**src/rtl/wdog_pkg.sv**
```systemverilog
package wdog_pkg;
  typedef enum logic {
    UNIT_SHORT = 1'b0,
    UNIT_LONG  = 1'b1
  } unit_e;
endpackage

```
**src/rtl/wdog_prescale.sv**
```systemverilog
module wdog_prescale
  import wdog_pkg::*;
#(
  parameter int SHORT_CYC = 7_500_000,
  parameter int LONG_CYC  = 125_000_000
) (
  input  logic  clk,
  input  logic  rst_n,
  input  logic  run,
  input  logic  restart,
  input  unit_e unit_sel,
  output logic  tick
);
  localparam int MAXC = (SHORT_CYC > LONG_CYC) ? SHORT_CYC : LONG_CYC;
  localparam int PW   = $clog2(MAXC + 1);
  localparam logic [PW-1:0] LIM_S = PW'(SHORT_CYC - 1);
  localparam logic [PW-1:0] LIM_L = PW'(LONG_CYC - 1);

  logic [PW-1:0] pre_q, pre_d, limit;

  always_comb begin
    limit = (unit_sel == UNIT_LONG) ? LIM_L : LIM_S;
    tick  = run && !restart && (pre_q == limit);
    pre_d = pre_q;
    if (restart)   pre_d = '0;
    else if (tick) pre_d = '0;
    else if (run)  pre_d = pre_q + 1'b1;
  end

  always_ff @(posedge clk or negedge rst_n) begin
    if (!rst_n) pre_q <= '0;
    else        pre_q <= pre_d;
  end
endmodule

```
**src/rtl/wdog_down.sv**
```systemverilog
module wdog_down #(
  parameter int TO_W = 5
) (
  input  logic            clk,
  input  logic            rst_n,
  input  logic            kick,
  input  logic [TO_W-1:0] load_val,
  input  logic            tick,
  output logic            running,
  output logic            expire
);
  logic [TO_W-1:0] cnt_q, cnt_d;
  logic            run_q, run_d;

  always_comb begin
    expire = tick && run_q && !kick && (cnt_q == '0);
    cnt_d  = cnt_q;
    run_d  = run_q;
    if (kick) begin
      cnt_d = load_val;
      run_d = 1'b1;
    end else if (tick && run_q) begin
      if (cnt_q == '0) run_d = 1'b0;
      else             cnt_d = cnt_q - 1'b1;
    end
  end

  always_ff @(posedge clk or negedge rst_n) begin
    if (!rst_n) begin
      cnt_q <= '0;
      run_q <= 1'b0;
    end else begin
      cnt_q <= cnt_d;
      run_q <= run_d;
    end
  end

  assign running = run_q;
endmodule

```
**src/rtl/wdog_stretch.sv**
```systemverilog
module wdog_stretch #(
  parameter int PULSE_LEN = 16
) (
  input  logic clk,
  input  logic rst_n,
  input  logic trig,
  output logic pulse
);
  localparam int SW = $clog2(PULSE_LEN + 1);
  localparam logic [SW-1:0] LEN = SW'(PULSE_LEN);

  logic [SW-1:0] left_q, left_d;

  always_comb begin
    left_d = left_q;
    if (trig)              left_d = LEN;
    else if (left_q != '0) left_d = left_q - 1'b1;
  end

  always_ff @(posedge clk or negedge rst_n) begin
    if (!rst_n) left_q <= '0;
    else        left_q <= left_d;
  end

  assign pulse = (left_q != '0);
endmodule

```
**src/rtl/wdog_rst_ctl.sv**
```systemverilog
module wdog_rst_ctl
  import wdog_pkg::*;
#(
  parameter int SHORT_CYC = 7_500_000,
  parameter int LONG_CYC  = 125_000_000,
  parameter int TO_W      = 5,
  parameter int PULSE_LEN = 16
) (
  input  logic            clk,
  input  logic            rst_n,
  input  logic [TO_W-1:0] cfg_timeout,
  input  logic            cfg_long,
  input  logic            cfg_rst_on_to,
  input  logic            cfg_rst_on_fc,
  input  logic            kick,
  input  logic            freq_chg,
  input  logic            sts_clr,
  output logic            sts_timeout,
  output logic            rst_pulse
);
  unit_e unit_q, unit_d;
  logic  sts_q, sts_d;
  logic  tick, running, expire, trig;

  always_comb begin
    unit_d = unit_q;
    if (kick) unit_d = unit_e'(cfg_long);
    sts_d = sts_q;
    if (expire)       sts_d = 1'b1;
    else if (sts_clr) sts_d = 1'b0;
    trig = (expire && cfg_rst_on_to) || (freq_chg && cfg_rst_on_fc);
  end

  always_ff @(posedge clk or negedge rst_n) begin
    if (!rst_n) begin
      unit_q <= UNIT_SHORT;
      sts_q  <= 1'b0;
    end else begin
      unit_q <= unit_d;
      sts_q  <= sts_d;
    end
  end

  wdog_prescale #(.SHORT_CYC(SHORT_CYC), .LONG_CYC(LONG_CYC)) u_pre (
    .clk(clk), .rst_n(rst_n), .run(running), .restart(kick),
    .unit_sel(unit_q), .tick(tick)
  );

  wdog_down #(.TO_W(TO_W)) u_down (
    .clk(clk), .rst_n(rst_n), .kick(kick), .load_val(cfg_timeout),
    .tick(tick), .running(running), .expire(expire)
  );

  wdog_stretch #(.PULSE_LEN(PULSE_LEN)) u_pls (
    .clk(clk), .rst_n(rst_n), .trig(trig), .pulse(rst_pulse)
  );

  assign sts_timeout = sts_q;
endmodule

```
**config.mk**
```make
export PLATFORM = sky130hd
export DESIGN_NAME = wdog_rst_ctl
export DESIGN_NICKNAME = d
export VERILOG_FILES = /design/src/rtl/wdog_pkg.sv /design/src/rtl/wdog_prescale.sv /design/src/rtl/wdog_down.sv /design/src/rtl/wdog_stretch.sv /design/src/rtl/wdog_rst_ctl.sv
export SDC_FILE = /design/constraint.sdc
export NUM_CORES = 1
export LEC_CHECK = 0
export CAP_MARGIN = 20
export CORE_ASPECT_RATIO = 0.8
export CORE_MARGIN = 5
export CORE_UTILIZATION = 55
export DETAILED_ROUTE_END_ITERATION = 10
export PLACE_DENSITY_LB_ADDON = 0.05
export SYNTH_ARGS = -nofsm -noshare
export SYNTH_HDL_FRONTEND = slang
export SYNTH_HIERARCHICAL = 1
export SYNTH_SLANG_ARGS = --single-unit
```
**constraint.sdc**
```tcl
create_clock -name clk -period 3.9 [get_ports clk]
set_input_delay 0.975 -clock clk [delete_from_list [all_inputs] [get_ports clk]]
set_output_delay 0.975 -clock clk [all_outputs]
set_load 0.01 [all_outputs]
```
==> flow_metrics.py, run 1 <==
metrics = {
    "sta": {
        "tightestPinTransition_ns": 1.09,
        "min_period_ns": 3.02,
        "drv_slew": 0,
        "finClkSkew_ns": 0.00729,
        "hold-worst-slack_ns": 0.512,
        "setup_viol": 0,
        "period_share_pct": 77.4,
        "fin_setup_tns_ns": 0,
        "slew_headroom_pct": 26.8,
        "rsz0062_at_grt": "no",
        "clock.fmax_mhz": 331,
        "hold_viol": 0,
    },
    "yosys": {
        "synth_top_area_share_pct": 41.0,
        "synth-seq-cells": 40,
        "syn_area_per_cell_um2": 9.31,
        "synth-warning-count": 6,
        "synth-edff-count": 0,
        "synth_cells": 262,
        "yosys.cell_count.top_type": "dfrtp_1",
        "async_flop_share_pct": 100,
        "yosysSeqAreaShare_pct": 41.0,
        "synth.largest_area_cell": "dfrtp_1",
        "syn_area_mm2": 0.00244,
        "synthTopCellsByCount": "dfrtp_1 (40), nand2_1 (27), nand3_1 (19)",
        "ys_top_cells_by_area": "dfrtp_1 (41%), nand2_1 (4.2%), nand3_1 (3.9%), nand4_1 (2.8%), a21oi_1 (2.5%)",
        "synth_ff_type": "dfrtp_1",
        "synth_cell_types": 59,
        "synth_nets": 278,
    },
    "detailed_routing": {
        "dr.pass1.iters": 4,
        "via_per_inst": 6.08,
        "initialDrtViolationCount": 164,
        "antenna_left": 0,
        "drc_errors": 0,
        "vias": 2007,
        "routed_wl_mm": 5.11,
        "wire_per_inst_um": 15.5,
    },
    "placement": {
        "dp_cells": 322,
        "routabilityCongestion": 0.795,
        "post-dp-hpwl_mm": 3.54,
        "place_area_mm2": 0.00258,
        "numPortBuffers": 14,
    },
    "finish": {
        "diodes": 0,
        "nets": 288,
        "synthToLayoutAreaGrowth_pct": 10.4,
        "nFillCells": 371,
        "finalNonFillerCells": 330,
        "final_area_mm2": 0.00269,
        "layout-drive-gt1-share_pct": 10.3,
    },
    "floorplanning": {
        "rows": 21,
        "die_w_um": 84.4,
        "die_y_um": 69.6,
        "core_mm2": 0.00423,
        "start_util_pct": 57.6,
        "dieArea_mm2": 0.00587,
        "io_pins": 15,
    },
    "worst_setup_path": {
        "r2r_cells": 8,
        "crit_chain": "inv_1 > ha_1 > or4b_4 > clkdlybuf4s50_1",
        "slowest_delay_ns": 0.53,
        "crit_type": "reg -> out",
        "worstPathArrival_ns": 2.04,
        "slowest_stage": "or4b_4",
        "cp-start-kind": "register",
        "critPathMaxFanout": 5,
        "crit_path_end_kind": "output pin",
        "cp_data_required_time_ns": 2.92,
    },
    "clock_tree": {
        "numCtsBuffers": 5,
        "clock_sinks": 40,
        "htree_levels": 2,
        "clkTransAtPathRegs_ns": 0.08,
        "root_buffer": "clkbuf_8",
        "cts_setup_buffers": 0,
        "insertion_delay_ns": 0.29,
        "ctsResizeCount": 0,
        "clk_path_buf_depth": 2,
        "ctsHoldBuffers": 0,
        "cts_tree": "yes",
    },
    "grt": {
        "grt_use_total_pct": 19.1,
        "grt_antenna_before_repair": 0,
        "grt_max_degree": 41,
        "grt_first_pass_wirelength_mm": 9.22,
        "grt.overflow.total": 0,
        "grt_pass1_vias": 1895,
    },
    "power": {
        "power.leakage_nw": 1.15,
        "power_density_mw_per_mm2": 361,
        "max-vdd-ir-drop_uv": 199,
    },
    "outcome": {
        "outcome": "complete, no violations",
    },
    "flow_run": {
        "drv_cap": 0,
    },
    "hold_path": {
        "holdPathStages": 1,
        "worstHoldPathType": "reg -> reg",
    },
}
[cell families (layout without fill, tap and decap cells)]
group | Yosys count | count (layout) | share of synthesized area, %
AOI/OAI and AO/OA | 55 | 55 | 17.0
xor gates and xnor gates | 3 | 3 | 1.08
and+or+nand+nor | 128 | 128 | 30.7
buffers and inverters | 28 | 39 | 5.85
adders and majority gates | 3 | 3 | 1.54
muxes | 5 | 5 | 2.82
DFF | 40 | 40 | 41.0
[where the power goes]
group | leakage [nW] | total [mW] | internal [mW] | switching, mW
Clock | 0.0552 | 0.332 | 0.190 | 0.142
Sequential | 0.528 | 0.481 | 0.447 | 0.0335
Combinational | 0.564 | 0.161 | 0.0848 | 0.0757
[path summary, 6_finish.rpt]
check | to | startpoint | slack (ns)
max in group asynchronous | u_down/cnt_q[0] | rst_n | 2.53
worst min register to register | sts_timeout | sts_timeout | 0.51
worst min-delay path | sts_timeout | sts_timeout | 0.51
worst max register to register | u_pls/left_q[0] | unit_q | 1.12
worst max-delay path | rst_pulse | u_pls/left_q[0] | 0.88
min in group asynchronous | u_pre/pre_q[19] | rst_n | 0.80
[layout by cell type, fill, tap and decap left out, types with 3 or more instances in the layout]
master | synthesis | layout
nand4b_1 | 3 | 3
clkdlybuf4s50_1 | 0 | 13
nor2_1 | 14 | 14
nor4_1 | 4 | 4
a221o_1 | 4 | 4
nand4_1 | 11 | 11
dfrtp_1 | 40 | 40
or3_1 | 6 | 6
clkbuf_8 | 0 | 5
a21oi_1 | 12 | 12
a22o_1 | 5 | 5
a31oi_1 | 3 | 3
or4_1 | 3 | 3
nor3_1 | 9 | 9
ha_1 | 3 | 3
nand3_1 | 19 | 19
o21ai_0 | 6 | 6
a211o_1 | 5 | 5
or2_2 | 3 | 3
inv_1 | 12 | 12
and3_1 | 7 | 7
a21o_1 | 4 | 4
buf_4 | 0 | 5
nand2_1 | 27 | 27
and4_1 | 3 | 3
[registers in the layout, indices dropped and copies added, names as in the netlist]
register        cells
unit_q              1
sts_timeout         1
u_down/cnt_q        5
u_down/running      1
u_pls/left_q        5
u_pre/pre_q        27
[critical path: cells and delay by family, from the launching register on]
kind / cells / cell delay, ns
buffers and inverters: 2 / 0.57
AND/OR/NAND/NOR: 1 / 0.53
flip-flops: 1 / 0.41
adder cells (fa/ha/maj): 1 / 0.24
[area by class of cell]
cell class	count	area [um2]	share of cell area, %
clock inverters	2	35.0	1.30
clock buffers	6	72.6	2.70
multi-input cells	194	1290	48.1
well taps	57	71.3	2.65
flip-flops and latches	40	1000	37.2
repair buffers	19	173	6.41
inverters	12	45.0	1.67
[stage by stage]
step,power (mW),utilization (%),setup WS (ns)
finish,0.973,63.6,0.883
global route,1.03,63.6,0.785
CTS,0.986,63.6,0.870
detailed placement,0.650,61.1,0.741
global placement,0.643,61.1,0.834
floorplan,0.603,-,1.47
[layer usage]
layer	part of all wire, %	vias to the layer above	track usage [%]	wire length, um
li1	-	1006	-	-
met1	48	949	28.9	2450
met2	46	45	26.7	2350
met3	4.9	7	4.39	249
met4	1.3	0	5.98	65
met5	0	-	0	0
Note: power is estimated with default switching activity, not from simulation.
==> run 2: changes to the inputs <==
==> constraint.sdc (replaced) <==
create_clock -name clk -period 3.1 [get_ports clk]
set_input_delay 0.775 -clock clk [delete_from_list [all_inputs] [get_ports clk]]
set_output_delay 0.775 -clock clk [all_outputs]
set_load 0.01 [all_outputs]
==> flow_metrics.py, run 2 (synthesis gave the netlist of run 1 again) <==
metrics = {
    "outcome": {
        "outcome": "complete, no violations",
    },
    "sta": {
        "fin_setup_tns_ns": 0,
        "slew_headroom_pct": 40.0,
        "clock.fmax_mhz": 359,
        "hold_viol": 0,
        "setup_viol": 0,
        "min_period_ns": 2.78,
        "finClkSkew_ns": 0.00822,
        "rsz0062_at_grt": "no",
        "period_share_pct": 89.8,
        "tightestPinTransition_ns": 0.900,
        "drv_slew": 0,
    },
    "floorplanning": {
        "start_util_pct": 57.6,
        "rows": 21,
        "die_w_um": 84.4,
        "io_pins": 15,
        "core_mm2": 0.00423,
        "dieArea_mm2": 0.00587,
        "die_y_um": 69.6,
    },
    "clock_tree": {
        "cts_setup_buffers": 0,
        "ctsHoldBuffers": 0,
        "ctsResizeCount": 0,
        "cts_tree": "yes",
        "insertion_delay_ns": 0.29,
        "root_buffer": "clkbuf_8",
        "clkTransAtPathRegs_ns": 0.07,
        "htree_levels": 2,
        "numCtsBuffers": 5,
        "clock_sinks": 40,
        "clk_path_buf_depth": 2,
    },
    "worst_setup_path": {
        "cp-start-kind": "register",
        "critPathMaxFanout": 5,
        "r2r-start": "u_pre/pre_q[8]",
        "crit_path_end_kind": "output pin",
        "cp_data_required_time_ns": 2.32,
        "ff2ff_setup_slack_ns": 0.40,
        "crit_type": "reg -> out",
        "crit_end": "rst_pulse",
        "regToRegEndpoint": "u_pls/left_q[0]",
        "r2r_cells": 8,
        "worstPathArrival_ns": 2.01,
        "setup.worst_path.start": "u_pls/left_q[0]",
    },
    "grt": {
        "grt_use_total_pct": 18.4,
        "grt_pass1_vias": 1833,
        "grt_antenna_before_repair": 0,
        "grt_max_degree": 41,
        "grt_first_pass_wirelength_mm": 8.89,
        "grt.overflow.total": 0,
    },
    "finish": {
        "regArea_mm2": 0.00100,
        "largest_reg_flops": 27,
        "final_cell_mix": "dfrtp_1 (40), nand2_1 (27), nand3_1 (19), nor2_1 (14), clkdlybuf4s50_1 (13)",
        "top_register": "u_pre/pre_q",
        "layout-drive-gt1-share_pct": 11.3,
        "final_util_pct": 63.9,
        "diodes": 0,
        "synthToLayoutAreaGrowth_pct": 10.9,
        "nets": 290,
        "mostFrequentLayoutCell": "dfrtp_1",
        "multi_input_comb_area_mm2": 0.00129,
        "nFillCells": 368,
        "finalNonFillerCells": 332,
        "reg.largest.list": "u_pre/pre_q (27), u_down/cnt_q (5), u_pls/left_q (5)",
    },
    "detailed_routing": {
        "drc_errors": 0,
        "dr.pass1.iters": 4,
        "via_per_inst": 6.01,
        "vias": 1995,
        "initialDrtViolationCount": 76,
        "wire_per_inst_um": 15.4,
        "antenna_left": 0,
        "routed_wl_mm": 5.10,
    },
    "hold_path": {
        "worstHoldPathType": "reg -> reg",
        "worstHoldStart": "sts_timeout",
        "holdPathStages": 1,
    },
    "power": {
        "power_density_mw_per_mm2": 433,
        "max-vdd-ir-drop_uv": 297,
        "power.leakage_nw": 1.16,
    },
    "placement": {
        "numPortBuffers": 14,
        "routabilityCongestion": 0.796,
        "dp_cells": 324,
        "post-dp-hpwl_mm": 3.44,
    },
    "flow_run": {
        "drv_cap": 0,
    },
}
-- run 2: cell count changes in the layout (fill, tap and decap cells not counted) --
cell and change:
clkbuf_1 -1, clkbuf_8 +1, buf_12 +1, bufinv_16 -1
clkinv_2 +1, buf_4 +1
-- run 2: cell type report --
class	instances	share of cell area, %
Multi-Input combinational cell	194	47.9
Clock buffer	6	3.05
Timing Repair Buffer	21	7.40
Tap cell	57	2.64
Sequential cell	40	37.0
Inverter	12	1.67
Clock inverter	2	0.370
-- run 2: critical path, cell delays in order (launching register included) --
cell and delay, ns:
dfrtp_1 0.40, inv_1 0.06, ha_1 0.22, or4b_4 0.53, clkdlybuf4s50_1 0.50
-- run 2: stage by stage --
| stage | setup WS (ns) | area (um2) | power, mW | hold slack, ns |
|---|---|---|---|---|
| after floorplan | 0.685 | 2440 | 0.759 | 0.474 |
| final | 0.317 | 2710 | 1.17 | 0.496 |
| after global placement | 0.434 | 2610 | 0.815 | 0.484 |
| after CTS | 0.307 | 2710 | 1.18 | 0.500 |
| after global routing | 0.164 | 2710 | 1.24 | 0.513 |
| after detailed placement | 0.392 | 2610 | 0.821 | 0.475 |
-- run 2: layer usage --
layer / part of all wire (%) / routed length (um) / global-route usage (%) / up-vias
li1: - / - / - / 1011
met1: 53 / 2700 / 27.5 / 940
met2: 42 / 2150 / 26.7 / 37
met3: 3.7 / 189 / 3.92 / 7
met4: 1.0 / 53 / 5.27 / 0
met5: 0 / 0 / 0 / -
-- run 2: how the worst min path moves through the flow --
stage	endpoint	slack, ns
after floorplan	u_pls/left_q[4]	0.47
after global placement	sts_timeout	0.48
after detailed placement	sts_timeout	0.47
after CTS	sts_timeout	0.50
after global routing	sts_timeout	0.51
final	sts_timeout	0.50
-- run 2: where the power goes --
part / leakage [nW] / switching (mW) / internal [mW] / total, mW
Combinational: 0.579 / 0.0987 / 0.110 / 0.209
Sequential: 0.528 / 0.0383 / 0.563 / 0.601
Clock: 0.0510 / 0.183 / 0.178 / 0.361
Total: 1.16 / 0.320 / 0.850 / 1.17
==> run 3: changes to the inputs <==
--- a/config.mk
+++ b/config.mk
@@ -8,9 +8,8 @@
 export CAP_MARGIN = 20
 export CORE_ASPECT_RATIO = 0.8
 export CORE_MARGIN = 5
-export CORE_UTILIZATION = 55
+export CORE_UTILIZATION = 35
 export DETAILED_ROUTE_END_ITERATION = 10
-export PLACE_DENSITY_LB_ADDON = 0.05
 export SYNTH_ARGS = -nofsm -noshare
 export SYNTH_HDL_FRONTEND = slang
 export SYNTH_HIERARCHICAL = 1
==> flow_metrics.py, run 3 (synthesis gave the netlist of run 1 again) <==
metrics = {
    "clock_tree": {
        "numCtsBuffers": 5,
        "clk_path_buf_depth": 2,
        "clkTransAtPathRegs_ns": 0.08,
        "htree_levels": 2,
        "root_buffer": "clkbuf_8",
        "cts_setup_buffers": 0,
        "ctsResizeCount": 0,
        "insertion_delay_ns": 0.29,
        "clock_sinks": 40,
        "cts_tree": "yes",
        "ctsHoldBuffers": 0,
    },
    "finish": {
        "reg.largest.list": "u_pre/pre_q (27), u_down/cnt_q (5), u_pls/left_q (5)",
        "final_cell_mix": "dfrtp_1 (40), nand2_1 (27), nand3_1 (19), nor2_1 (14), clkdlybuf4s50_1 (13)",
        "finalNonFillerCells": 361,
        "final_area_mm2": 0.00273,
        "diodes": 0,
        "nFillCells": 708,
        "nets": 290,
        "top_register": "u_pre/pre_q",
        "largest_reg_flops": 27,
        "synthToLayoutAreaGrowth_pct": 11.9,
        "mostFrequentLayoutCell": "dfrtp_1",
        "layout-drive-gt1-share_pct": 10.6,
    },
    "placement": {
        "dp_slack_ns": 0.442,
        "numPortBuffers": 14,
        "routabilityCongestion": 0.746,
        "dp_cells": 354,
        "place_area_mm2": 0.00265,
        "post-dp-hpwl_mm": 3.78,
    },
    "grt": {
        "grt_antenna_before_repair": 0,
        "grt_first_pass_wirelength_mm": 9.25,
        "grt_max_degree": 41,
        "grt_pass1_vias": 1823,
        "grt_use_total_pct": 13.4,
        "grt.overflow.total": 0,
    },
    "power": {
        "clkPwrFrac_pct": 29.0,
        "p_switching_mw": 0.312,
        "p_int_mw": 0.825,
        "power_density_mw_per_mm2": 417,
        "switching_share_pct": 27.5,
        "max-vdd-ir-drop_uv": 191,
        "power.leakage_nw": 1.15,
        "sequentialPowerShare_pct": 52.8,
        "comb_power_share_pct": 18.1,
    },
    "floorplanning": {
        "core_mm2": 0.00682,
        "die_w_um": 103,
        "start_util_pct": 35.7,
        "dieArea_mm2": 0.00875,
        "io_pins": 15,
        "die_y_um": 84.7,
        "rows": 27,
    },
    "detailed_routing": {
        "wire_per_inst_um": 15.3,
        "routed_wl_mm": 5.53,
        "vias": 2013,
        "antenna_left": 0,
        "drc_errors": 0,
        "initialDrtViolationCount": 123,
        "via_per_inst": 5.58,
        "dr.pass1.iters": 4,
    },
    "sta": {
        "min_period_ns": 2.80,
        "period_share_pct": 90.2,
        "rsz0062_at_grt": "no",
        "setup_viol": 0,
        "hold_viol": 0,
        "drv_slew": 0,
        "clock.fmax_mhz": 358,
        "finClkSkew_ns": 0.00983,
        "tightestPinTransition_ns": 0.920,
        "fin_setup_tns_ns": 0,
        "slew_headroom_pct": 38.7,
        "worst_slack_ns": 0.303,
    },
    "flow_run": {
        "drv_cap": 0,
    },
    "worst_setup_path": {
        "crit_chain": "inv_1 > ha_1 > or4b_4 > clkdlybuf4s50_1",
        "critPathMaxFanout": 5,
        "slowest_stage": "or4b_4",
        "worstPathArrival_ns": 2.02,
        "crit_path_end_kind": "output pin",
        "cp_data_required_time_ns": 2.32,
        "slowest_delay_ns": 0.53,
        "crit_family": "buffers and inverters",
        "cp.buffers_inverters": 2,
        "cp-start-kind": "register",
        "crit_type": "reg -> out",
    },
    "outcome": {
        "outcome": "complete, no violations",
    },
    "hold_path": {
        "worstHoldPathType": "reg -> reg",
    },
}
run 3: cell types whose count changed in the layout (fill, tap and decap cells not counted):
| cell | previous run | this run |
|---|---|---|
| clkinv_2 | 2 | 1 |
| clkbuf_8 | 6 | 5 |
| clkbuf_1 | 0 | 1 |
run 3: through the flow:
| stage | hold WS [ns] | utilization [%] | power, mW |
|---|---|---|---|
| after floorplan | 0.474 | - | 0.759 |
| after global placement | 0.471 | 38.8 | 0.812 |
| after detailed placement | 0.480 | 38.8 | 0.819 |
| after CTS | 0.501 | 40.0 | 1.15 |
| after global routing | 0.523 | 40.0 | 1.21 |
| final | 0.490 | 40.0 | 1.14 |
run 3: path summary, 6_finish.rpt:
| check | slack [ns] | to | start | depth (start not counted) |
|---|---|---|---|---|
| worst min register to register | 0.49 | sts_timeout | sts_timeout | 1 |
| worst max register to register | 0.45 | u_pls/left_q[0] | unit_q | 8 |
| max in group asynchronous | 1.91 | u_pre/pre_q[7] | rst_n | 1 |
| worst max-delay path | 0.30 | rst_pulse | u_pls/left_q[0] | 4 |
| worst min-delay path | 0.49 | sts_timeout | sts_timeout | 1 |
| min in group asynchronous | 0.61 | u_pre/pre_q[21] | rst_n | 1 |
run 3: layer usage:
layer | vias to the layer above | track usage [%] | share of wire [%]
li1 | 1004 | - | -
met1 | 967 | 21.2 | 53
met2 | 36 | 18.0 | 43
met3 | 6 | 2.99 | 3.5
met4 | 0 | 3.53 | 0.56
met5 | - | 0 | 0
run 3: power groups by stage:
| stage | sequential [mW] | clock (mW) | combinational (mW) |
|---|---|---|---|
| after floorplan | 0.602 | 0 | 0.156 |
| after global placement | 0.609 | 0 | 0.203 |
| after detailed placement | 0.611 | 0 | 0.208 |
| after CTS | 0.601 | 0.341 | 0.210 |
| after global routing | 0.607 | 0.364 | 0.240 |
| final | 0.601 | 0.330 | 0.206 |
run 3: worst register-to-register path: stages (launching register included):
cell	delay, ns
dfrtp_1	0.44
or4b_2	0.72
mux2i_4	0.17
nand2_1	0.08
nor3_1	0.20
nand2_1	0.19
nor3b_1	0.36
a22o_1	0.30
nor2_1	0.07
run 3: layout make-up:
class,count,area (um2),share of cell area [%]
timing repair buffer,21,200,7.34
clock inverter,1,5.00,0.183
inverter,12,45.0,1.65
multi-input combinational,194,1290,47.5
tap,87,109,3.99
sequential,40,1000,36.7
clock buffer,6,72.6,2.66
